===== config.mk =====
export PLATFORM = sky130hd
export DESIGN_NAME = clkmode_decoder
export DESIGN_NICKNAME = d
export VERILOG_FILES = /design/src/rtl/clkmode_decoder.sv
export SDC_FILE = /design/constraint.sdc
export NUM_CORES = 1
export LEC_CHECK = 0
export BUFFER_PORTS_ARGS = -buffer_cell sky130_fd_sc_hd__buf_2
export CORE_MARGIN = 5
export CORE_UTILIZATION = 40
export DETAILED_ROUTE_END_ITERATION = 8
export PLACE_DENSITY = 0.75
export SLEW_MARGIN = 20
export SYNTH_ARGS = -nofsm -noshare
export SYNTH_HDL_FRONTEND = slang
export SYNTH_SLANG_ARGS = --single-unit

===== constraint.sdc =====
create_clock -name tclk -period 1.4 [get_ports tclk]
set_input_delay 0.14 -clock tclk [delete_from_list [all_inputs] [get_ports tclk]]
set_output_delay 0.14 -clock tclk [all_outputs]
set_load 0.01 [all_outputs]

===== src/rtl/clkmode_decoder.sv =====
module clkmode_decoder #(
  parameter int SEL_W = 3,
  parameter int DIV_W = 4
) (
  input  logic             tclk,
  input  logic             rst_n,
  input  logic [SEL_W-1:0] sel,
  input  logic [1:0]       src_cpu,
  input  logic [1:0]       src_half,
  input  logic             src_f66,
  input  logic             src_pci,
  input  logic             src_usb,
  input  logic             src_ref,
  input  logic             src_apic,
  output logic [6:0]       grp_oe,
  output logic [6:0]       grp_clk
);
  localparam logic [SEL_W-1:0] TEST_CODE = SEL_W'(3'b100);

  logic [SEL_W-1:0] sel_meta, sel_q;
  logic [DIV_W-1:0] div_cnt;

  always_ff @(posedge tclk or negedge rst_n)
    if (!rst_n) begin
      sel_meta <= '0;
      sel_q    <= '0;
    end else begin
      sel_meta <= sel;
      sel_q    <= sel_meta;
    end

  wire test_m = (sel_q == TEST_CODE);
  wire run_m  = sel_q[1];
  wire usb_on = test_m | (run_m & sel_q[0]);
  wire any_on = test_m | run_m;

  always_ff @(posedge tclk or negedge rst_n)
    if (!rst_n)       div_cnt <= '0;
    else if (!test_m) div_cnt <= '0;
    else              div_cnt <= div_cnt + 1'b1;

  wire       cpu_n  = src_cpu[sel_q[2]];
  wire       half_n = src_half[sel_q[2]];
  wire [6:0] norm_v = {src_apic, src_ref, src_usb, src_pci, src_f66, half_n, cpu_n};
  wire [6:0] test_v = {div_cnt[3], tclk, div_cnt[0], div_cnt[2], div_cnt[1], div_cnt[1], div_cnt[0]};

  assign grp_oe  = {any_on, any_on, usb_on, any_on, any_on, any_on, any_on};
  assign grp_clk = (test_m ? test_v : norm_v) & grp_oe;

  logic [1:0] warm;
  always_ff @(posedge tclk or negedge rst_n)
    if (!rst_n)           warm <= '0;
    else if (warm != 2'd3) warm <= warm + 1'b1;

  assert_hiz_code_R2: assert property (@(posedge tclk) disable iff (!rst_n)
    (warm == 2'd3 && $past(sel, 2) == 3'b000) |-> (grp_oe == 7'd0 && grp_clk == 7'd0));

  assert_reserved_hiz_R3: assert property (@(posedge tclk) disable iff (!rst_n)
    (warm == 2'd3 && ($past(sel, 2) == 3'b001 || $past(sel, 2) == 3'b101)) |-> (grp_oe == 7'd0));

  assert_usb_parked_R4: assert property (@(posedge tclk) disable iff (!rst_n)
    (warm == 2'd3 && $past(sel, 2) inside {3'b010, 3'b110}) |-> (grp_oe == 7'b1101111 && !grp_clk[4]));

  assert_cpu_toggle_R7: assert property (@(posedge tclk) disable iff (!rst_n)
    (test_m && $past(test_m)) |-> (grp_clk[0] != $past(grp_clk[0])));

  assert_entry_zero_R8: assert property (@(posedge tclk) disable iff (!rst_n)
    $rose(test_m) |-> ((grp_clk & 7'b1011111) == 7'd0));

  assert_pci_aligned_R9: assert property (@(posedge tclk) disable iff (!rst_n)
    (test_m && $past(test_m) && grp_clk[3] != $past(grp_clk[3])) |-> ($past(grp_clk[0]) && !grp_clk[0]));
endmodule


==> summary.md <==
| Metric | Value |
|---|---|
| Syn nets | `57` |
| Clock transition at the registers of the reported paths | `0.06 ns` |
| Portion of total power attributed to the clock network | `42.6%` |
| Placed Instance Area | `632 um2` |
| Worst hold margin | `0.153 ns` |
| Number of slew-limit violations in the final report | `0` |
| Fraction of power consumed by sequential logic | `42.5%` |
| Shortest clock period the worst path allows after layout | `1.59 ns` |
| Maximum cell stage delay along the critical path | `0.44 ns` |
| Number of warnings printed during yosys synthesis | `0` |
| Final count of negative-setup-slack endpoints | `14` |
| Starting density of the core | `41.0%` |
| Slew @ Worst Pin | `0.303 ns` |
| Post-synthesis instance total | `42` |
| Power share of the combinational group | `14.9%` |
| GRT Total Usage | `13.0%` |
| Initial DRC count | `3` |
| Fraction of final layout cells with drive strength greater than 1 | `60.8%` |
| Detailed-placement wirelength estimate | `801 um` |
| Fraction of the cycle the final worst path needs | `113%` |
| Setup Skew | `0.00376 ns` |
| Average footprint of a synthesized cell | `12.4 um2` |
| Number of antenna violations at the first check in global routing | `0` |
| Die height | `46.1 um` |
| # IOs | `28` |
| Final weighted congestion in routability-driven placement | `0.694` |
| WS Path Type | `flop to output port` |
| Internal portion of total power | `562 uW` |
| Clock network latency to the later pin of the worst-skew pair | `0.36 ns` |
| Total congestion overflow after global routing | `0` |
| Timing-limited maximum frequency | `631 MHz` |
| Slowest cell on the critical path | `sky130_fd_sc_hd__dfrtp_2` |
| Tightest slew margin relative to the limit | `79.5%` |
| Vias in the first global route | `469` |
| Final antenna diode count | `0` |
| Routed wire per std cell | `12.3 um` |
| DR pass1 iterations | `2` |
| Count of buffers from port buffering | `27` |
| Count of cell types in the netlist | `19` |
| Switching Fraction | `23.4%` |
| Type of destination of the critical path | `output port` |
| Std-Cell Rows | `13` |
| Number of remaining DRC errors | `0` |
| Area of all placed cells without fillers | `742 um2` |
| Number of flip-flops and latches in the synthesized netlist | `10` |
| Detailed-route wire length | `1.09 mm` |
| Critical Path RT | `1.26 ns` |
| Slack of the critical path | `-0.185 ns` |
| FF/Latch Area | `254 um2` |
| Pin count of the biggest net entering global routing | `11` |
| Area used by multi-input combinational logic | `209 um2` |
| Critical Path Start Type | `flop` |
| Worst min-delay path category | `primary input to async pin` |
| Total die area | `2120 um2` |
| Area added between synthesis and finish | `42.5%` |
| Number of filler cells placed in the layout | `114` |
| Net Switching | `172 uW` |
| Post-layout total power | `734 uW` |
| Violations in the final reports | `negative setup slack` |
| Number of nets in the finished design | `91` |
| Cell type group with the largest total delay on the critical path | `flip-flops` |
| Setup repair after global routing missed its margin | `true` |
| Wire length of the first global-routing pass | `1.85 mm` |
| Result of the run | `finished, violations left` |
| List of cells traversed by the critical path | `nor3b_4 > a22o_1 > buf_2` |
| Final number of hold-violating endpoints | `0` |
| Floorplan die width | `46.1 um` |
| CP Max Fanout | `8` |
| Power density cells | `990 nW/um2` |
| DR vias/cell | `4.83` |
| Post-route antenna net violation count | `0` |
| Worst path bufs/invs | `1` |
| Leakage power of the design | `0.401 nW` |
| Placeable core region | `1270 um2` |
| Data arrival time of the worst path | `1.45 ns` |
| Number of vias after detailed routing | `430` |
| Total of max-cap violations | `0` |
| Syn Std Cell Area | `520 um2` |
| CTS tree | `built` |
| Maximum ir drop on the vdd rail | `525 uV` |
| Setup tns final | `-1.44 ns` |
| Portion of the post-synthesis area used by sequential elements | `48.1%` |
-- what timing repair did --
action / in CTS / in global routing
pin swaps: 3 / 2
hold endpoints to repair: 13 / 0
gates resized for setup: 6 / 1
endpoints found under the setup margin: 14 / 14
setup buffers: 1 / 0
hold buffers: 4 / 0
-- layout by cell type, fill, tap and decap left out, drive strengths merged, types with 2 or more instances in the layout --
cell	Yosys	layout
buf	8	30
dfrtp	10	10
clkbuf	0	6
a22o	4	4
dlygate4sd3	0	4
a21o	3	3
and2	2	2
nand3	2	2
mux2	2	2
mux2i	2	2
-- cells in the mapped netlist --
cell type	count	area share (%)
sky130_fd_sc_hd__xor2_1	1	1.7
sky130_fd_sc_hd__nor3b_4	1	3.6
sky130_fd_sc_hd__nand3_1	2	1.9
sky130_fd_sc_hd__ha_1	1	2.4
sky130_fd_sc_hd__buf_4	7	10
sky130_fd_sc_hd__dfrtp_1	10	48
sky130_fd_sc_hd__mux2_2	2	4.3
sky130_fd_sc_hd__a21o_2	2	3.4
sky130_fd_sc_hd__o21ai_0	1	0.96
sky130_fd_sc_hd__nor2b_1	1	1.2
sky130_fd_sc_hd__nand3b_1	1	1.4
sky130_fd_sc_hd__a22o_1	4	6.7
sky130_fd_sc_hd__inv_1	1	0.72
sky130_fd_sc_hd__and2_1	2	2.4
sky130_fd_sc_hd__nor4bb_2	1	3.1
sky130_fd_sc_hd__nor4b_1	1	1.7
sky130_fd_sc_hd__mux2i_1	2	3.8
sky130_fd_sc_hd__buf_2	1	0.96
sky130_fd_sc_hd__a21o_1	1	1.4
-- cell type report --
type	count	share of cell area, %
multi-input cells	23	28.2
inverters	1	0.506
clock buffers	7	6.75
repair buffers	33	27.8
well taps	15	2.53
flip-flops and latches	10	34.2
-- per-stage QoR --
| step | cells | setup WS [ns] | utilization (%) |
|---|---|---|---|
| 3_5_place_dp | 78 | 0.148 | 49.8 |
| 2_1_floorplan | 42 | 0.302 | - |
| 4_1_cts | 89 | -0.208 | 58.2 |
| 5_1_grt | 89 | -0.310 | 58.5 |
| 6_report | 89 | -0.185 | 58.5 |
| 3_3_place_gp | 78 | 0.150 | 49.8 |
-- kinds of logic (layout without fill, tap and decap cells) --
logic type               after synthesis  after routing  synth area share (%)
flip-flops                            10             10                  48.1
AND/OR/NAND/NOR                        9              9                  15.4
buffers and inverters                  9             41                  11.8
AO/OA/AOI/OAI                          8              8                  12.5
multiplexers                           4              4                  8.17
adder cells (fa/ha/maj)                1              1                  2.40
XOR/XNOR                               1              1                  1.68
-- routing by layer --
layer	wire length [um]	up-vias	part of all wire [%]	GRT usage [%]
met5	0	-	0	0
met4	0	0	0	10.8
met3	109	0	10	7.42
met2	540	20	49	19.0
met1	442	201	41	13.3
li1	-	209	-	-
-- power by group through the flow --
stage / registers, mW / clock network, mW / logic (mW)
floorplan: 0.314 / 0.00750 / 0.0627
global placement: 0.316 / 0.0110 / 0.0934
detailed placement: 0.317 / 0.0110 / 0.0942
CTS: 0.312 / 0.334 / 0.111
global route: 0.313 / 0.355 / 0.122
finish: 0.312 / 0.313 / 0.110
-- state kept, by name, summed over array words and instances (netlist names) --
signal / count
sel_meta: 3
div_cnt: 4
sel_q: 3
-- path summary, 6_finish.rpt --
kind,from,end,slack (ns),cells past startpoint
setup reg to reg,sel_q[1],div_cnt[3],0.26,3
setup / recovery,sel_q[0],grp_clk[5],-0.19,3
min in group tclk,sel_meta[1],sel_q[1],0.35,0
hold reg to reg,sel_meta[1],sel_q[1],0.35,0
hold / removal,rst_n,div_cnt[2],0.15,2
max in group asynchronous,rst_n,sel_q[1],1.04,2
Note: power is estimated with default switching activity, not from simulation.
